<file path="config.mk">
export PLATFORM = sky130hd
export DESIGN_NAME = bmg_grid
export DESIGN_NICKNAME = d
export VERILOG_FILES = /design/src/rtl/bmg_pkg.sv /design/src/rtl/bmg_delay.sv /design/src/rtl/bmg_wbank.sv /design/src/rtl/bmg_fault_cfg.sv /design/src/rtl/bmg_pe.sv /design/src/rtl/bmg_colacc.sv /design/src/rtl/bmg_grid.sv
export SDC_FILE = /design/constraint.sdc
export NUM_CORES = 2
export LEC_CHECK = 0
export CAP_MARGIN = 0
export CORE_MARGIN = 3
export CORE_UTILIZATION = 45
export DETAILED_ROUTE_END_ITERATION = 10
export PLACE_DENSITY = 0.61
export SYNTH_ARGS = -nofsm -noshare
export SYNTH_HDL_FRONTEND = slang
export SYNTH_SLANG_ARGS = --single-unit
export TNS_END_PERCENT = 5
</file>
<file path="constraint.sdc">
create_clock -name clk -period 10.5 [get_ports clk]
set_input_delay 1.05 -clock clk [delete_from_list [all_inputs] [get_ports clk]]
set_output_delay 1.05 -clock clk [all_outputs]
set_load 0.02 [all_outputs]
</file>
<file path="src/rtl/bmg_pkg.sv">
package bmg_pkg;
  // Control flags that travel alongside a vector through the grid.
  typedef struct packed {
    logic vld;
    logic first;
    logic last;
  } bmg_tag_t;
endpackage

</file>
<file path="src/rtl/bmg_delay.sv">
// Fixed-depth register delay line with synchronous reset.
module bmg_delay #(
  parameter int W     = 8,
  parameter int DEPTH = 1
) (
  input  logic         clk,
  input  logic         rst,
  input  logic [W-1:0] d,
  output logic [W-1:0] q
);
  logic [W-1:0] st [DEPTH];

  always_ff @(posedge clk) begin
    if (rst) begin
      for (int i = 0; i < DEPTH; i++) st[i] <= '0;
    end else begin
      st[0] <= d;
      for (int i = 1; i < DEPTH; i++) st[i] <= st[i-1];
    end
  end

  assign q = st[DEPTH-1];
endmodule

</file>
<file path="src/rtl/bmg_wbank.sv">
// Stationary weight storage, filled from the top one row per shift.
module bmg_wbank #(
  parameter int ROWS = 4,
  parameter int COLS = 4,
  parameter int DW   = 8
) (
  input  logic                     clk,
  input  logic                     rst,
  input  logic                     w_shift,
  input  logic [COLS*DW-1:0]       w_row,
  output logic [ROWS*COLS*DW-1:0]  wts
);
  localparam int RW = COLS * DW;

  logic [RW-1:0] rows [ROWS];

  always_ff @(posedge clk) begin
    if (rst) begin
      for (int r = 0; r < ROWS; r++) rows[r] <= '0;
    end else if (w_shift) begin
      rows[0] <= w_row;
      for (int r = 1; r < ROWS; r++) rows[r] <= rows[r-1];
    end
  end

  for (genvar r = 0; r < ROWS; r++) begin : g_out
    assign wts[r*RW +: RW] = rows[r];
  end
endmodule

</file>
<file path="src/rtl/bmg_fault_cfg.sv">
// Serial chain holding one bypass bit per processing element.
module bmg_fault_cfg #(
  parameter int N = 16
) (
  input  logic         clk,
  input  logic         rst,
  input  logic         f_shift,
  input  logic         f_bit,
  output logic [N-1:0] byp
);
  always_ff @(posedge clk) begin
    if (rst) begin
      byp <= '0;
    end else if (f_shift) begin
      byp <= N'({byp, f_bit});
    end
  end
endmodule

</file>
<file path="src/rtl/bmg_pe.sv">
// One element: registered partial sum, MAC skipped when bypassed.
module bmg_pe #(
  parameter int DW  = 8,
  parameter int PSW = 18
) (
  input  logic                  clk,
  input  logic                  rst,
  input  logic signed [DW-1:0]  act,
  input  logic signed [DW-1:0]  wt,
  input  logic                  byp,
  input  logic signed [PSW-1:0] psum_in,
  output logic signed [PSW-1:0] psum_out
);
  localparam int PW = 2 * DW;

  logic signed [PW-1:0]  prod;
  logic signed [PSW-1:0] mac;

  assign prod = PW'(act) * PW'(wt);
  assign mac  = psum_in + PSW'(prod);

  always_ff @(posedge clk) begin
    if (rst) psum_out <= '0;
    else     psum_out <= byp ? psum_in : mac;
  end
endmodule

</file>
<file path="src/rtl/bmg_colacc.sv">
// Per-column accumulator that combines chunk results.
module bmg_colacc #(
  parameter int PSW = 18,
  parameter int AW  = 26
) (
  input  logic                  clk,
  input  logic                  rst,
  input  logic                  vld,
  input  logic                  first,
  input  logic                  last,
  input  logic signed [PSW-1:0] val,
  output logic signed [AW-1:0]  y
);
  logic signed [AW-1:0] acc;
  logic signed [AW-1:0] nxt;

  assign nxt = first ? AW'(val) : acc + AW'(val);

  always_ff @(posedge clk) begin
    if (rst) begin
      acc <= '0;
      y   <= '0;
    end else if (vld) begin
      acc <= nxt;
      if (last) y <= nxt;
    end
  end
endmodule

</file>
<file path="src/rtl/bmg_grid.sv">
module bmg_grid #(
  parameter int ROWS      = 4,
  parameter int COLS      = 4,
  parameter int DW        = 8,
  parameter int ACC_GUARD = 8
) (
  input  logic                     clk,
  input  logic                     rst,
  input  logic                     w_shift,
  input  logic [COLS*DW-1:0]       w_row,
  input  logic                     f_shift,
  input  logic                     f_bit,
  input  logic                     a_valid,
  input  logic                     a_first,
  input  logic                     a_last,
  input  logic [ROWS*DW-1:0]       a_vec,
  output logic                     y_valid,
  output logic [COLS*(2*DW+$clog2(ROWS)+ACC_GUARD)-1:0] y_vec
);
  import bmg_pkg::*;

  localparam int PSW  = 2 * DW + $clog2(ROWS);
  localparam int AW   = PSW + ACC_GUARD;
  localparam int NPE  = ROWS * COLS;
  localparam int TLAT = ROWS + COLS + 1;

  logic [NPE*DW-1:0]     wts;
  logic [NPE-1:0]        byp_bits;
  logic signed [PSW-1:0] psum_v  [ROWS][COLS];
  logic signed [PSW-1:0] col_out [COLS];
  bmg_tag_t              tag_d, tag_q;

  bmg_wbank #(.ROWS(ROWS), .COLS(COLS), .DW(DW)) u_wbank (
    .clk(clk), .rst(rst), .w_shift(w_shift), .w_row(w_row), .wts(wts)
  );

  bmg_fault_cfg #(.N(NPE)) u_fcfg (
    .clk(clk), .rst(rst), .f_shift(f_shift), .f_bit(f_bit), .byp(byp_bits)
  );

  for (genvar r = 0; r < ROWS; r++) begin : g_row
    // Row r sees its activation r cycles late; each column adds one more.
    logic signed [DW-1:0] pipe [r+COLS];

    always_ff @(posedge clk) begin
      if (rst) begin
        for (int i = 0; i < r + COLS; i++) pipe[i] <= '0;
      end else begin
        pipe[0] <= a_vec[r*DW +: DW];
        for (int i = 1; i < r + COLS; i++) pipe[i] <= pipe[i-1];
      end
    end

    for (genvar c = 0; c < COLS; c++) begin : g_col
      if (r == 0) begin : g_top
        bmg_pe #(.DW(DW), .PSW(PSW)) u_pe (
          .clk(clk), .rst(rst),
          .act(pipe[r+c]),
          .wt(wts[(r*COLS+c)*DW +: DW]),
          .byp(byp_bits[r*COLS+c]),
          .psum_in('0),
          .psum_out(psum_v[r][c])
        );
      end else begin : g_mid
        bmg_pe #(.DW(DW), .PSW(PSW)) u_pe (
          .clk(clk), .rst(rst),
          .act(pipe[r+c]),
          .wt(wts[(r*COLS+c)*DW +: DW]),
          .byp(byp_bits[r*COLS+c]),
          .psum_in(psum_v[r-1][c]),
          .psum_out(psum_v[r][c])
        );
      end
    end
  end

  assign tag_d = '{vld: a_valid, first: a_first, last: a_last};

  bmg_delay #(.W($bits(bmg_tag_t)), .DEPTH(TLAT)) u_tagdly (
    .clk(clk), .rst(rst), .d(tag_d), .q(tag_q)
  );

  for (genvar c = 0; c < COLS; c++) begin : g_acc
    // Earlier columns finish first; pad them so all columns line up.
    bmg_delay #(.W(PSW), .DEPTH(COLS - c)) u_deskew (
      .clk(clk), .rst(rst), .d(psum_v[ROWS-1][c]), .q(col_out[c])
    );

    bmg_colacc #(.PSW(PSW), .AW(AW)) u_acc (
      .clk(clk), .rst(rst),
      .vld(tag_q.vld), .first(tag_q.first), .last(tag_q.last),
      .val(col_out[c]),
      .y(y_vec[c*AW +: AW])
    );
  end

  always_ff @(posedge clk) begin
    if (rst) y_valid <= 1'b0;
    else     y_valid <= tag_q.vld && tag_q.last;
  end
endmodule

</file>
==> results.yml <==
outcome:
  status: "finished, final reports clean"
synth:
  synth_cell_type_count: 74
  yosys.area_share.simple_pct: 16.4
  synth_top_family_by_area: "adder cells"
  syn_inst: 8607
  synth_compound_area_share_pct: 7.49
  synthXorXnorAreaFrac_pct: 3.47
  postSynthAreaPerCell_um2: 9.79
  ys_async_sr_fraction_pct: 0
  syn_area_um2: 84200
  muxShareOfSynthArea_pct: 1.72
  ys_ff_latch: 1012
  synth_ff_type: "dfxtp_1"
  synth_fp_nets: 10600
  synth_edf_count: 128
  ys_seq_area_share_pct: 25.6
  synth_fa_ha_area_share_pct: 38.3
  yosysWarnings: 0
hold_path:
  whs_path_depth: 1
  hp-class: "reg2reg"
finish:
  drive_above_1_share_pct: 2.93
  areaGrowthSynthToFinish_pct: 9.50
  final_util_pct: 49.6
  nets: 10600
power:
  p_leak_nw: 44.4
  power_density_nw_per_um2: 127
  vdd_ir_drop_max_mv: 0.135
setup_path:
  cpLargestDelayFamily: "adder cells"
  slowest_delay_ns: 0.63
  cp_slowest_cell: "and2_1"
  path_max_fanout: 11
  endpoint_kind: "flop"
  cp.arrival_ns: 6.83
  path_buf_inv: 2
  crit_chain: "and2_1, inv_1, fa_1, inv_1, fa_1, fa_1, fa_1, fa_1, ha_1, a2111oi_0, o31ai_1, o21ai_0, nand2b_1, a21oi_1, o21ai_0, or4_1, nand3_1"
  crit_type: "reg2reg"
  cp_num_cells: 17
  startpoint_type: "flop"
  cp.required_ns: 11.21
  worst_path_most_repeated_cell: "fa_1"
  worst_r2r_path_depth: 17
clock_tree:
  clk_latency_ns: 0.77
  cts-root-buf: "clkbuf_16"
  holdBufCountCts: 0
  clk_pin_slew_ns: 0.06
  cts_max_level: 3
  cts.sink_count: 1012
  cts_buffers: 113
  cts_resized: 0
  cts_buffer_depth: 3
  cts_tree: "built"
  post-cts-setup-buffer-count: 0
floorplanning:
  die_area_um2: 192000
  core_area_um2: 186000
  die-height_um: 439
  fp.dieW_um: 439
  rows: 158
  num_io_pins: 177
  start_util_pct: 45.3
drt:
  route.detailed.drc: 0
  ant_nets: 0
  drtIter0Drc: 2368
  vias_per_cell: 4.90
  drt_wl_total_um: 174000
  drt_pre_antenna_iters: 5
  avgRoutedWirePerCell_um: 15.5
  via_count: 55000
timing:
  hold_viol: 0
  rsz0062_at_grt: "false"
  setup_viol: 0
  finalCriticalPeriod_ns: 6.12
  drv_slew: 0
  slew_headroom_pct: 16.5
  skew_ns: 0.0620
  max_freq_mhz: 163
  period_share_pct: 58.3
  worst_slew_pin_slew_ns: 1.25
  setup_slack_ns: 4.38
  finalSetupTns_ns: 0
global_routing:
  grt_antenna_before_repair: 2
  grt_max_degree: 191
  grt_pass1_wl_um: 296000
  globalRoute.totalOverflow: 0
  track_usage_pct: 18.6
  grt_pass1_vias: 57500
placed_design:
  io_buffers: 176
  hpwl_um: 140000
  gp_congestion: 0.866
  dp_slack_ns: 4.39
job:
  max_cap_viol_count: 0
-- cell families (layout without fill, tap and decap cells) --
group,Yosys count,count (layout)
simple gates,2689,2689
fa+ha+maj,1876,1876
buf+inv,1599,1753
flops,1012,1012
compound gates,954,954
xor+xnor,334,334
mux,143,143
other cells,0,1
-- cell usage after synthesis, types with 31 or more instances --
cell type / count / area (um2)
inv_1: 1342 / 5040
fa_1: 1168 / 23400
dfxtp_1: 884 / 17700
and2_1: 710 / 4440
ha_1: 708 / 8860
nor2_1: 683 / 2560
nor2b_1: 511 / 3200
nand2_1: 492 / 1850
a21oi_1: 278 / 1390
clkbuf_1: 221 / 830
xnor2_1: 219 / 1920
a211oi_1: 183 / 1370
o21ai_0: 133 / 666
mux2i_1: 131 / 1310
edfxtp_1: 128 / 3840
xor2_1: 115 / 1010
a21o_1: 100 / 751
nor3_1: 76 / 380
nand3_1: 47 / 235
nand2b_1: 45 / 282
buf_1: 35 / 131
o21a_1: 32 / 240
o21bai_1: 31 / 233
-- layout make-up --
type,count,area (um2)
Tap cell,2480,3100
Timing Repair Buffer,199,1970
Clock buffer,154,3160
Clock inverter,57,707
Multi-Input combinational cell,5996,56700
Fill cell,17300,93600
Sequential cell,1012,21500
Antenna cell,1,2.50
Inverter,1343,5040
-- worst reg2reg max path, delay by kind of cell (launching register included) --
| kind | cells | cell delay, ns |
|---|---|---|
| buffers and inverters | 2 | 0.18 |
| DFF | 1 | 0.52 |
| adders and majority gates | 6 | 2.75 |
| AOI/OAI and AO/OA | 5 | 1.32 |
| and+or+nand+nor | 4 | 1.29 |
-- layer usage --
metal / routed length [um] / global-route usage (%) / part of all wire [%] / up-vias
li1: - / - / - / 27200
met1: 86500 / 26.9 / 50 / 26900
met2: 79300 / 30.3 / 45 / 732
met3: 5410 / 2.14 / 3.1 / 175
met4: 3140 / 3.77 / 1.8 / 0
met5: 0 / 0 / 0 / -
-- path summary, 6_finish.rpt --
| kind | start | slack (ns) | to |
|---|---|---|---|
| setup / recovery | u_wbank.rows[3][0] | 4.38 | g_row[3].g_col[0].g_mid.u_pe.psum_out[17] |
| hold / removal | g_row[3].pipe[0][1] | 0.39 | g_row[3].pipe[1][1] |
| setup reg to reg | u_wbank.rows[3][0] | 4.38 | g_row[3].g_col[0].g_mid.u_pe.psum_out[17] |
| hold reg to reg | g_row[3].pipe[0][1] | 0.39 | g_row[3].pipe[1][1] |
-- report_power, final --
part	internal, mW	switching [mW]
registers	4.24	0.385
clock network	2.36	1.70
logic	1.41	1.62
-- cells in the final DEF (no fill, tap or decap), types with 47 or more instances in the layout --
cell type / synthesis / final
a211oi_1: 183 / 183
a21o_1: 100 / 100
a21oi_1: 278 / 278
and2_1: 710 / 709
clkbuf_16: 0 / 115
clkdlybuf4s50_1: 0 / 174
dfxtp_1: 884 / 882
edfxtp_1: 128 / 128
fa_1: 1168 / 1168
ha_1: 708 / 708
inv_1: 1342 / 1342
mux2i_1: 131 / 131
nand2_1: 492 / 492
nand3_1: 47 / 47
nor2_1: 683 / 683
nor2b_1: 511 / 510
nor3_1: 76 / 76
o21ai_0: 133 / 133
xnor2_1: 219 / 219
xor2_1: 115 / 115
-- flip-flops by register name, summed over array words and instances (netlist names), 27 cells and up --
register,cells
g_acc.u_acc.acc,104
g_row.pipe,176
g_row.g_col.g_top.u_pe.psum_out,64
u_tagdly.st,27
g_row.g_col.g_mid.u_pe.psum_out,212
g_acc.u_acc.y,104
g_acc.u_deskew.st,180
u_wbank.rows,128
-- metrics by stage --
stage	power [mW]	cell area, um2	hold WS (ns)	std cells
after detailed placement	7.75	88400	0.421	11000
after CTS	11.9	92300	0.376	11200
final	11.7	92300	0.387	11200
after floorplan	6.97	84200	0.414	8607
after global routing	12.6	92300	0.408	11200
after global placement	7.68	88400	0.419	11000
Note: power is estimated with default switching activity, not from simulation.
